==> src/rtl/cfs_pkg.sv <==
package cfs_pkg;
  localparam int WORD_W = 64;
  localparam int HALF_W = 32;
  localparam int BYTE_W = HALF_W + 3;
  localparam logic [HALF_W-1:0] JUMP_ABS_HI = 32'h1000_0001;
  localparam logic [HALF_W-1:0] JUMP_REL_HI = 32'h1000_0000;
  localparam logic [7:0]        OP_JUMP     = 8'h10;

  typedef enum logic [1:0] {ST_IDLE, ST_RUN, ST_WAIT, ST_SUSP} st_e;
  typedef enum logic [1:0] {K_NOP, K_JABS, K_JREL, K_BAD} kind_e;

  // stored form -> byte address
  function automatic logic [BYTE_W-1:0] byte_addr(logic [HALF_W-1:0] pc, logic sh);
    return sh ? {pc, 3'b000} : {3'b000, pc};
  endfunction

  // stored increment for one 8-byte instruction
  function automatic logic [HALF_W-1:0] step(logic sh);
    return sh ? 32'd1 : 32'd8;
  endfunction

  // signed byte offset applied in stored units
  function automatic logic [HALF_W-1:0] rel_target(logic [HALF_W-1:0] pc,
                                                   logic [HALF_W-1:0] off, logic sh);
    logic signed [HALF_W-1:0] soff;
    soff = $signed(off);
    return sh ? pc + HALF_W'(soff >>> 3) : pc + off;
  endfunction

  function automatic logic out_of_range(logic [HALF_W-1:0] pc, logic sh, int aw);
    logic [BYTE_W-1:0] b;
    b = byte_addr(pc, sh);
    return (b >> aw) != '0;
  endfunction
endpackage

==> src/rtl/cfs_decode.sv <==
module cfs_decode import cfs_pkg::*; #(
  parameter int MEM_AW = 10
) (
  input  logic [WORD_W-1:0] word_i,
  input  logic [HALF_W-1:0] pc_i,
  input  logic              shift_i,
  output logic [HALF_W-1:0] next_pc_o,
  output logic              fault_o
);
  logic [HALF_W-1:0] hi, lo;
  kind_e kind;

  always_comb begin
    hi = word_i[WORD_W-1:HALF_W];
    lo = word_i[HALF_W-1:0];
    if (hi == JUMP_ABS_HI) begin
      kind      = K_JABS;
      next_pc_o = lo;
    end else if (hi == JUMP_REL_HI) begin
      kind      = K_JREL;
      next_pc_o = rel_target(pc_i, lo, shift_i);
    end else if (hi[HALF_W-1 -: 8] < OP_JUMP) begin
      kind      = K_NOP;
      next_pc_o = pc_i + step(shift_i);
    end else begin
      kind      = K_BAD;
      next_pc_o = pc_i;
    end
    fault_o = (kind == K_BAD) ||
              ((kind == K_JABS || kind == K_JREL) && out_of_range(next_pc_o, shift_i, MEM_AW));
  end
endmodule

==> src/rtl/cfs_addr_regs.sv <==
module cfs_addr_regs #(
  parameter int AW = 32
) (
  input  logic          clk,
  input  logic          rst_n,
  input  logic          load_i,
  input  logic [AW-1:0] load_pc_i,
  input  logic [AW-1:0] load_end_i,
  input  logic          wr_pc_i,
  input  logic [AW-1:0] wr_pc_data_i,
  input  logic          wr_end_i,
  input  logic [AW-1:0] wr_end_data_i,
  input  logic          adv_i,
  input  logic [AW-1:0] adv_pc_i,
  output logic [AW-1:0] pc_o,
  output logic [AW-1:0] end_o
);
  always_ff @(posedge clk or negedge rst_n) begin
    if (!rst_n) begin
      pc_o  <= '0;
      end_o <= '0;
    end else if (load_i) begin
      pc_o  <= load_pc_i;
      end_o <= load_end_i;
    end else begin
      if (wr_pc_i)     pc_o  <= wr_pc_data_i;
      else if (adv_i)  pc_o  <= adv_pc_i;
      if (wr_end_i)    end_o <= wr_end_data_i;
    end
  end
endmodule

==> src/rtl/cmd_fetch_seq.sv <==
module cmd_fetch_seq import cfs_pkg::*; #(
  parameter int MEM_AW = 10
) (
  input  logic              clk,
  input  logic              rst_n,
  input  logic              start_i,
  input  logic              shift_en_i,
  input  logic [31:0]       start_pc_i,
  input  logic [31:0]       start_end_i,
  input  logic              suspend_i,
  input  logic              wr_pc_i,
  input  logic [31:0]       wr_pc_data_i,
  input  logic              wr_end_i,
  input  logic [31:0]       wr_end_data_i,
  output logic              mem_req_o,
  output logic [MEM_AW-1:0] mem_addr_o,
  input  logic [63:0]       mem_rdata_i,
  output logic              busy_o,
  output logic              suspended_o,
  output logic              done_o,
  output logic              error_o,
  output logic [31:0]       pc_o,
  output logic [31:0]       end_o
);
  st_e st_q, st_d;
  logic              sh_q, done_q, err_q;
  logic [HALF_W-1:0] pc_q, end_q, dec_next;
  logic [BYTE_W-1:0] fetch_byte;
  logic dec_fault, at_end, fetch_oob;
  // named events
  logic start_acc, finish_ev, fetch_go, fetch_bad, dec_bad, adv_ev, sw_wr_ok;

  always_comb begin
    at_end     = (pc_q == end_q);
    fetch_byte = byte_addr(pc_q, sh_q);
    fetch_oob  = |fetch_byte[BYTE_W-1:MEM_AW];
    start_acc  = (st_q == ST_IDLE) && start_i;
    finish_ev  = (st_q == ST_RUN) && at_end;
    fetch_go   = (st_q == ST_RUN) && !at_end && !suspend_i && !fetch_oob;
    fetch_bad  = (st_q == ST_RUN) && !at_end && !suspend_i && fetch_oob;
    dec_bad    = (st_q == ST_WAIT) && dec_fault;
    adv_ev     = (st_q == ST_WAIT) && !dec_fault;
    sw_wr_ok   = (st_q == ST_SUSP);
  end

  cfs_decode #(.MEM_AW(MEM_AW)) u_dec (
    .word_i   (mem_rdata_i),
    .pc_i     (pc_q),
    .shift_i  (sh_q),
    .next_pc_o(dec_next),
    .fault_o  (dec_fault)
  );

  cfs_addr_regs #(.AW(HALF_W)) u_regs (
    .clk          (clk),
    .rst_n        (rst_n),
    .load_i       (start_acc),
    .load_pc_i    (start_pc_i),
    .load_end_i   (start_end_i),
    .wr_pc_i      (wr_pc_i && sw_wr_ok),
    .wr_pc_data_i (wr_pc_data_i),
    .wr_end_i     (wr_end_i && sw_wr_ok),
    .wr_end_data_i(wr_end_data_i),
    .adv_i        (adv_ev),
    .adv_pc_i     (dec_next),
    .pc_o         (pc_q),
    .end_o        (end_q)
  );

  always_comb begin
    st_d = st_q;
    unique case (st_q)
      ST_IDLE: if (start_i) st_d = ST_RUN;
      ST_RUN: begin
        if (at_end)         st_d = ST_IDLE;
        else if (suspend_i) st_d = ST_SUSP;
        else if (fetch_oob) st_d = ST_IDLE;
        else                st_d = ST_WAIT;
      end
      ST_WAIT: st_d = dec_fault ? ST_IDLE : ST_RUN;
      ST_SUSP: if (!suspend_i) st_d = ST_RUN;
      default: st_d = ST_IDLE;
    endcase
  end

  always_ff @(posedge clk or negedge rst_n) begin
    if (!rst_n) begin
      st_q   <= ST_IDLE;
      sh_q   <= 1'b0;
      done_q <= 1'b0;
      err_q  <= 1'b0;
    end else begin
      st_q   <= st_d;
      done_q <= finish_ev;
      if (start_acc) begin
        sh_q  <= shift_en_i;
        err_q <= 1'b0;
      end else if (fetch_bad || dec_bad) begin
        err_q <= 1'b1;
      end
    end
  end

  assign mem_req_o   = fetch_go;
  assign mem_addr_o  = fetch_byte[MEM_AW-1:0];
  assign busy_o      = (st_q != ST_IDLE);
  assign suspended_o = (st_q == ST_SUSP);
  assign done_o      = done_q;
  assign error_o     = err_q;
  assign pc_o        = pc_q;
  assign end_o       = end_q;

  // ---------------- assertions ----------------
  assert_reset_quiet_R1: assert property (@(posedge clk)
    !rst_n |-> (!done_o && !error_o && !busy_o));

  assert_done_pulse_R4: assert property (@(posedge clk) disable iff (!rst_n)
    done_o |=> !done_o);

  assert_done_idle_R4: assert property (@(posedge clk) disable iff (!rst_n)
    done_o |-> (!busy_o && pc_o == end_o));

  assert_no_fetch_held_R8: assert property (@(posedge clk) disable iff (!rst_n)
    suspended_o |-> !mem_req_o);

  assert_held_pc_stable_R8: assert property (@(posedge clk) disable iff (!rst_n)
    (suspended_o && !wr_pc_i) |=> (pc_o == $past(pc_o)));

  assert_err_halts_R11: assert property (@(posedge clk) disable iff (!rst_n)
    $rose(error_o) |-> (!busy_o && !done_o));

  assert_req_in_range_R12: assert property (@(posedge clk) disable iff (!rst_n)
    mem_req_o |-> (busy_o && !out_of_range(pc_o, sh_q, MEM_AW)));
endmodule

==> config.mk <==
export PLATFORM = sky130hd
export DESIGN_NAME = cmd_fetch_seq
export DESIGN_NICKNAME = d
export VERILOG_FILES = /design/src/rtl/cfs_pkg.sv /design/src/rtl/cfs_decode.sv /design/src/rtl/cfs_addr_regs.sv /design/src/rtl/cmd_fetch_seq.sv
export SDC_FILE = /design/constraint.sdc
export NUM_CORES = 1
export LEC_CHECK = 0
export ABC_AREA = 1
export CORE_ASPECT_RATIO = 0.8
export CORE_MARGIN = 8
export CORE_UTILIZATION = 47
export CTS_BUF_LIST = sky130_fd_sc_hd__clkbuf_16
export DETAILED_ROUTE_END_ITERATION = 10
export DONT_BUFFER_PORTS = 1
export HOLD_SLACK_MARGIN = 0.02
export SYNTH_ARGS = -nofsm -noshare
export SYNTH_HDL_FRONTEND = slang
export SYNTH_SLANG_ARGS = --single-unit
export TNS_END_PERCENT = 10
==> constraint.sdc <==
create_clock -name clk -period 3.7 [get_ports clk]
set_clock_uncertainty 0.1 [all_clocks]
set_input_delay 0.185 -clock clk [delete_from_list [all_inputs] [get_ports clk]]
set_output_delay 0.185 -clock clk [all_outputs]
set_load 0.02 [all_outputs]
==> impl_metrics.ini, run 1 <==
[worst_setup_path]
startpoint_type = flip-flop
worstPathArrival_ns = 3.69
reg2reg_slack_ns = 0.14
worstSetupStartpoint = sh_q
cp_data_required_time_ns = 3.82
endpoint_kind = flip-flop
worstReg2RegStart = sh_q
worstSetupPathType = reg -> reg
critPathMaxFanout = 33

[timing]
finalCritPeriodShare_pct = 96.3
slew_headroom_pct = 27.9
period_needed_ns = 3.56
worst_pin_slew_ns = 1.08
setup_viol = 0
rsz0062_at_grt = true
hold-worst-slack_ns = 0.0231
fmax_mhz = 281
drv_slew = 0
hold_viol = 0

[clocking]
cts_buffer_depth = 2
cts_max_level = 3
clk_pin_slew_ns = 0.06
clkSinkCount = 69
cts_tree = yes
root_buffer = clkbuf_16
cts_made_buffers = 9
clk_latency_ns = 0.34

[power]
p_leak_uw = 0.00569
share_comb_of_total_power_pct = 71.8
switching_power_uw = 5210
p_int_uw = 3990
pwr-share-seq_pct = 19.2
p_per_area_nw_per_um2 = 818
switching_share_pct = 56.6
vdd_drop_max_mv = 0.525
clkPwrFrac_pct = 8.9

[layout]
fillCellCount = 1923
design_area_um2 = 11300
multi_input_area_um2 = 6500
seq_area_um2 = 1730
final_util_pct = 59.3
area_delta_synth_final_pct = 23.9
fin_cells = 2023
drive_above_1_share_pct = 11.6
nets = 1992

[yosys]
synth_ff_type = dfrtp_1
synthAdderAreaFrac_pct = 5.59
synth_simple_gate_area_share_pct = 46.9
synth_mux_area_share_pct = 0
async_flop_share_pct = 100
syn_nets = 1878
synthesis.area_um2 = 9080
netlist_instances = 1639
synth_top_family_by_area = simple AND/OR/NAND/NOR gates
syn_avg_cell_area_um2 = 5.54
synth-edff-count = 0
synth_cell_type_count = 50
yosysWarnings = 0
synth-seq-cells = 69
synth_compound_area_share_pct = 13.8
synth_xor_area_share_pct = 2.51
yosysSeqAreaShare_pct = 19.0

[floorplan]
die-area_um2 = 24100
ios = 278
die_x_um = 171
start_util_pct = 47.9
core_area_um2 = 19000
rows = 45
die_h_um = 140

[placement]
finalWeightedCongestion = 0.991
dp_hpwl_um = 32200
port_buffers = 0
detailed_place.area_um2 = 9650
placed_cells = 1897

[run]
drv_cap = 0

[grt]
grt_max_degree = 70
grt_first_pass_wirelength_um = 61300
antenna_found_initial = 7
grt_pass1_vias = 10800
grt-ovfl-total = 0
grt_usage_pct = 32.7

[routing]
finalWirelength_um = 40800
post_drt_wl_per_cell_um = 20.2
vias = 11400
via_per_inst = 5.64
ant_nets = 0
drtIter0Drc = 1068
remaining_drc_errors = 0
first_pass_iters = 5

[hold_path]
min_from = start_pc_i[10]
hold_class = in -> reg

[run_status]
outcome = complete, no violations
[synth_stat cells (7+ instances only)]
cell / number / share of area [%]
nand2_1: 587 / 24
inv_1: 208 / 8.6
nor2_1: 164 / 6.8
nand3_1: 162 / 8.9
o21ai_0: 146 / 8.0
dfrtp_1: 69 / 19
clkbuf_1: 39 / 1.6
ha_1: 39 / 5.4
a21oi_1: 36 / 2.0
nand4_1: 23 / 1.6
xnor2_1: 22 / 2.1
buf_2: 16 / 0.88
nand3b_1: 13 / 1.1
o22ai_1: 11 / 0.76
nor4_1: 10 / 0.69
nor2_4: 7 / 0.87
[placed cells by master, fill, tap and decap left out, types with 27 or more instances in the layout]
master	n
dfrtp_1	68
nand2_2	32
inv_1	207
nor2_1	146
nand2_1	559
ha_1	32
buf_4	69
o21ai_0	140
dlygate4sd3_1	91
a21oi_1	27
nand3_1	157
[repair_timing]
item | in CTS | in global routing
gates resized for setup | 1 | 85
pin swaps | 0 | 20
cloned | 0 | 2
endpoints found under the hold margin | 130 | 0
endpoints found under the setup margin | 25 | 34
setup buffers | 0 | 9
hold buffers | 92 | 0
[critical path, stage by stage (launching register included)]
cell and delay, ns:
dfrtp_2 0.50, clkbuf_16 0.24, o21ai_0 0.11, ha_1 0.43, nand2_4 0.11, nor2_4 0.12
inv_1 0.06, nor2_1 0.16, and3_1 0.18, nand2_1 0.07, nand2_1 0.07, nand2_1 0.05
nand3_1 0.11, nand3_1 0.12, nand2_2 0.12, nand2_1 0.07, nor2_2 0.11, nand2_2 0.09
o21bai_4 0.17, nand2_4 0.10, buf_12 0.18, nand3_1 0.09, nand2_1 0.06
[metrics by stage]
| stage | setup TNS [ns] | power (uW) | worst slack [ns] |
|---|---|---|---|
| final | 0 | 9210 | 0.137 |
| after global routing | -2.42 | 9950 | -0.108 |
| after CTS | 0 | 8550 | 0.0391 |
| after detailed placement | 0 | 7340 | 0.00515 |
| after global placement | 0 | 7300 | 0.0383 |
| after floorplan | 0 | 5540 | 0.327 |
[final timing paths]
kind | cells after the start | end
max | 22 | u_regs.pc_o[9]
min | 4 | u_regs.pc_o[10]
max reg2reg | 22 | u_regs.pc_o[9]
min reg2reg | 2 | st_q[0]
max in group asynchronous | 2 | st_q[0]
min in group asynchronous | 2 | u_regs.end_o[29]
[cells by family (layout without fill, tap and decap cells)]
| logic type | count (synthesis) | in the layout |
|---|---|---|
| buffers and inverters | 279 | 398 |
| AOI/OAI and AO/OA | 226 | 226 |
| other | 0 | 7 |
| DFF | 69 | 69 |
| xor gates and xnor gates | 26 | 26 |
| and+or+nand+nor | 999 | 999 |
| adders and majority gates | 40 | 40 |
[area by class of cell]
type / count / share of cell area, %
Tap cell: 258 / 2.87
Clock buffer: 9 / 2.00
Multi-Input combinational cell: 1291 / 57.7
Inverter: 214 / 7.16
Timing Repair Buffer: 168 / 14.2
Sequential cell: 69 / 15.4
Antenna cell: 7 / 0.156
Clock inverter: 7 / 0.489
[metal layers]
metal	vias to the layer above	GRT usage (%)	share of wire (%)	wire (um)
li1	5481	-	-	-
met1	5235	44.2	41	16800
met2	641	50.8	45	18300
met3	53	8.06	12	4810
met4	0	9.00	2.2	889
met5	-	0	0	0
[power groups by stage]
stage | sequential [uW] | clock (uW) | combinational, uW
after floorplan | 1800 | 0 | 3740
after global placement | 1760 | 0 | 5540
after detailed placement | 1760 | 0 | 5580
after CTS | 1750 | 826 | 5980
after global routing | 1800 | 863 | 7290
final | 1770 | 822 | 6610
Power figures use the tool's default switching activity.
==> inputs of run 2 (changes only) <==
Settings changed: CTS_CLUSTER_DIAMETER from default to 120, RECOVER_POWER from default to 25.
==> impl_metrics.ini, run 2 (same netlist as run 1, synthesis figures left out) <==
[clocking]
clk_latency_ns = 0.34
clk_pin_slew_ns = 0.07
cts_made_buffers = 9
cts_tree = yes
root_buffer = clkbuf_16
cts_max_level = 3
clkSinkCount = 69
cts_buffer_depth = 2

[worst_setup_path]
startpoint_type = flip-flop
worstSetupPathType = reg -> reg
cp_data_required_time_ns = 3.82
critPathMaxFanout = 33
worstPathArrival_ns = 3.70
endpoint_kind = flip-flop

[placement]
finalWeightedCongestion = 0.991
port_buffers = 0
placed_cells = 1897
dp_hpwl_um = 32200

[timing]
fmax_mhz = 280
hold_viol = 0
period_needed_ns = 3.57
rsz0062_at_grt = true
finalCritPeriodShare_pct = 96.6
drv_slew = 70
worst_pin_slew_ns = 1.76
slew_headroom_pct = -17.1
setup_viol = 0

[grt]
grt-ovfl-total = 0
antenna_found_initial = 7
grt_max_degree = 70
grt.met3_usage_pct = 8.06
grt_usage_pct = 32.7
grtUsageMet2_pct = 50.8
grt_first_pass_wirelength_um = 61300
met1_usage_pct = 44.2
busiest_layer = met2
grt_pass1_vias = 10800

[floorplan]
die_h_um = 140
die_x_um = 171
ios = 278
rows = 45
start_util_pct = 47.9
core_area_um2 = 19000
die-area_um2 = 24100

[layout]
final_util_pct = 59.2
final_cell_mix = nand2_1, inv_1, nand3_1, nor2_1, o21ai_0
area_delta_synth_final_pct = 23.6
mostFrequentLayoutCell = nand2_1
fillCellCount = 1925
nets = 1992
fin_cells = 2023
drive_above_1_share_pct = 11.6

[routing]
finalWirelength_um = 40900
ant_nets = 0
drtIter0Drc = 1068
vias = 11400
first_pass_iters = 7
remaining_drc_errors = 0
via_per_inst = 5.66
post_drt_wl_per_cell_um = 20.2

[run_status]
violations = max-capacitance violations, max-slew violations
outcome = finished, violations left

[power]
p_per_area_nw_per_um2 = 820
vdd_drop_max_mv = 0.524
p_leak_uw = 0.00568

[run]
drv_cap = 1

[hold_path]
hold_class = in -> reg
-- run 2: changes by cell type in the layout (fill, tap and decap cells not counted) --
| cell | delta |
|---|---|
| buf_16 | -1 |
| clkbuf_2 | +1 |
-- run 2: power breakdown --
part / total (uW) / switching [uW] / internal [uW]
clock network: 820 / 360 / 460
registers: 1770 / 686 / 1090
logic: 6620 / 4170 / 2440
-- run 2: what timing repair did --
item	in CTS	in global routing
cloned	0	2
endpoints found under the hold margin	130	0
setup endpoints to repair	25	34
pin swaps	0	20
hold buffers	92	0
buffers inserted	0	9
resized for setup	1	85
-- run 2: final timing paths --
check                               start               to  slack (ns)  cells after the start
max                                  sh_q  u_regs.pc_o[12]        0.13                     22
min                        start_end_i[0]  u_regs.end_o[0]        0.02                      2
max reg2reg                          sh_q  u_regs.pc_o[12]        0.13                     22
min reg2reg                       st_q[0]          st_q[0]        0.51                      2
max in group asynchronous           rst_n             sh_q        1.60                      2
min in group asynchronous           rst_n  u_regs.end_o[3]        0.75                      2
-- run 2: worst max-delay path, stage by stage (launching register included) --
cell	delay [ns]
dfrtp_2	0.50
clkbuf_16	0.24
o21ai_0	0.11
ha_1	0.43
nand2_4	0.11
nor2_4	0.12
inv_1	0.06
nor2_1	0.16
and3_1	0.18
nand2_1	0.07
nand2_1	0.07
nand2_1	0.05
nand3_1	0.12
nand3_1	0.12
nand2_2	0.12
nand2_1	0.07
nor2_2	0.11
nand2_2	0.09
o21bai_4	0.17
nand2_4	0.10
buf_12	0.18
nand3_1	0.10
nand2_1	0.06
-- run 2: through the flow --
step                      hold slack [ns]  area [um^2]  setup slack (ns)  setup TNS (ns)  total power (uW)
final                              0.0220        11200             0.126               0              9210
after CTS                          0.0228        10900            0.0391               0              8550
after global routing               0.0324        11200            -0.108           -2.42              9950
after detailed placement           -0.209         9650           0.00515               0              7340
after floorplan                    -0.211         9080             0.327               0              5540
after global placement             -0.209         9650            0.0383               0              7300
-- run 2: cell type report --
cell class	instances	area [um^2]	share of cell area, %
inverters	214	806	7.17
flip-flops and latches	69	1730	15.4
well taps	258	323	2.87
diodes	7	17.5	0.156
multi-input cells	1291	6500	57.9
clock inverters	7	55.1	0.490
repair buffers	168	1580	14.1
clock buffers	9	225	2.01
-- run 2: layer usage --
| metal | vias to the layer above | wire, um |
|---|---|---|
| li1 | 5482 | - |
| met1 | 5258 | 16800 |
| met2 | 654 | 18300 |
| met3 | 55 | 4760 |
| met4 | 0 | 913 |
| met5 | - | 0 |
==> inputs of run 3 (changes only) <==
Settings changed: MAX_ROUTING_LAYER from default to met4.
==> impl_metrics.ini, run 3 (same netlist as run 1, synthesis figures left out) <==
[run_status]
outcome = finished, violations left
violations = max-capacitance violations, max-slew violations

[worst_setup_path]
crit_family = simple AND/OR/NAND/NOR gates
cp_num_buf_inv = 2
worstPathArrival_ns = 3.80
reg2reg_depth = 25
reg2reg_slack_ns = 0.07
endpoint = u_regs.pc_o[28]
cp_data_required_time_ns = 3.87
startpoint_type = flip-flop
cpPeakStageDelay_ns = 0.49
endpoint_kind = flip-flop
worstSetupPathType = reg -> reg
worstReg2RegStart = sh_q
rr_endpoint = u_regs.pc_o[28]
crit_path_frequent_cell = nand2_1
critPathMaxFanout = 24
worstSetupStartpoint = sh_q
cp.depth = 25
cp_slowest_cell = dfrtp_2

[hold_path]
min_from = start_pc_i[1]
hold_class = in -> reg

[clocking]
cts_max_level = 3
clk_pin_slew_ns = 0.06
clk_latency_ns = 0.33
cts_tree = yes
root_buffer = clkbuf_16
cts_made_buffers = 9
cts_buffer_depth = 2
clkSinkCount = 69

[floorplan]
start_util_pct = 47.9
ios = 278
die_x_um = 171
core_area_um2 = 19000
die-area_um2 = 24100
die_h_um = 140
rows = 45

[routing]
via_per_inst = 5.63
post_drt_wl_per_cell_um = 20.7
ant_nets = 0
first_pass_iters = 5
remaining_drc_errors = 0
vias = 11300
finalWirelength_um = 41500
drtIter0Drc = 1062

[power]
power_uw = 9310
p_per_area_nw_per_um2 = 834
p_leak_uw = 0.00569
vdd_drop_max_mv = 0.503

[grt]
busiest_layer = met2
grt_usage_pct = 33.9
grt_first_pass_wirelength_um = 61900
grt_pass1_vias = 10900
antenna_found_initial = 4
grt-ovfl-total = 0
grt_max_degree = 70
grtUsageMet2_pct = 51.1
met1_usage_pct = 44.7
grt.met3_usage_pct = 8.28

[layout]
mostFrequentLayoutCell = nand2_1
drive_above_1_share_pct = 9.55
fin_cells = 2011
final_cell_mix = nand2_1, inv_1, nand3_1, nor2_1, o21ai_0
nets = 1982
fillCellCount = 1955
design_area_um2 = 11200
area_delta_synth_final_pct = 22.8

[placement]
dp_hpwl_um = 32400
port_buffers = 0
placed_cells = 1894
detailed_place.area_um2 = 9640
finalWeightedCongestion = 1.02

[timing]
slew_headroom_pct = -20.5
worst_pin_slew_ns = 1.81
finalCritPeriodShare_pct = 98.1
fmax_mhz = 275
drv_slew = 70
setup_viol = 0
hold_viol = 0
period_needed_ns = 3.63
rsz0062_at_grt = true

[run]
drv_cap = 1
run 3: area by class of cell:
type | instances | area, um^2 | share of cell area [%]
Antenna cell | 5 | 12.5 | 0.112
Clock inverter | 7 | 146 | 1.31
Inverter | 214 | 806 | 7.22
Timing Repair Buffer | 158 | 1530 | 13.7
Multi-Input combinational cell | 1291 | 6380 | 57.2
Tap cell | 258 | 323 | 2.89
Sequential cell | 69 | 1730 | 15.5
Clock buffer | 9 | 225 | 2.02
run 3: tightest hold or removal path: stages:
cell	delay [ns]
nand2_1	0.04
o211ai_1	0.09
nand2_1	0.06
nand2_1	0.05
run 3: routing by layer:
layer | up-vias | routed length (um)
li1 | 5463 | -
met1 | 5230 | 17800
met2 | 559 | 18300
met3 | 64 | 4370
met4 | 0 | 1060
met5 | - | 0
run 3: worst min-delay path by stage:
stage                                            end  slack (ns)  depth (start not counted)
after detailed placement             u_regs.end_o[3]       -0.21                          0
after floorplan           asynchronous set/reset pin       -0.21                          0
after CTS                            u_regs.pc_o[28]        0.02                          4
final                                      flip-flop        0.02                          4
after global routing                         st_q[1]        0.03                          3
after global placement               u_regs.end_o[2]       -0.21                          0
run 3: per-stage QoR:
step	TNS (ns)	hold slack, ns	setup WS (ns)	util [%]
4_1_cts	0	0.0218	0.0383	57.4
3_5_place_dp	0	-0.208	0.0280	50.8
2_1_floorplan	0	-0.211	0.327	-
6_report	0	0.0221	0.0685	58.8
3_3_place_gp	0	-0.209	0.0732	50.8
5_1_grt	-3.11	0.0303	-0.111	58.8
run 3: repair_timing:
item	in CTS	in global routing
setup endpoints to repair	3	34
buffers inserted	0	6
endpoints found under the hold margin	122	0
gates resized for setup	1	40
pin swaps	0	8
cloned	0	5
hold buffers	85	0
run 3: where the power goes:
| group | internal (uW) | switching, uW |
|---|---|---|
| registers | 1090 | 671 |
| logic | 2370 | 4090 |
| clock network | 732 | 363 |
| total | 4180 | 5120 |
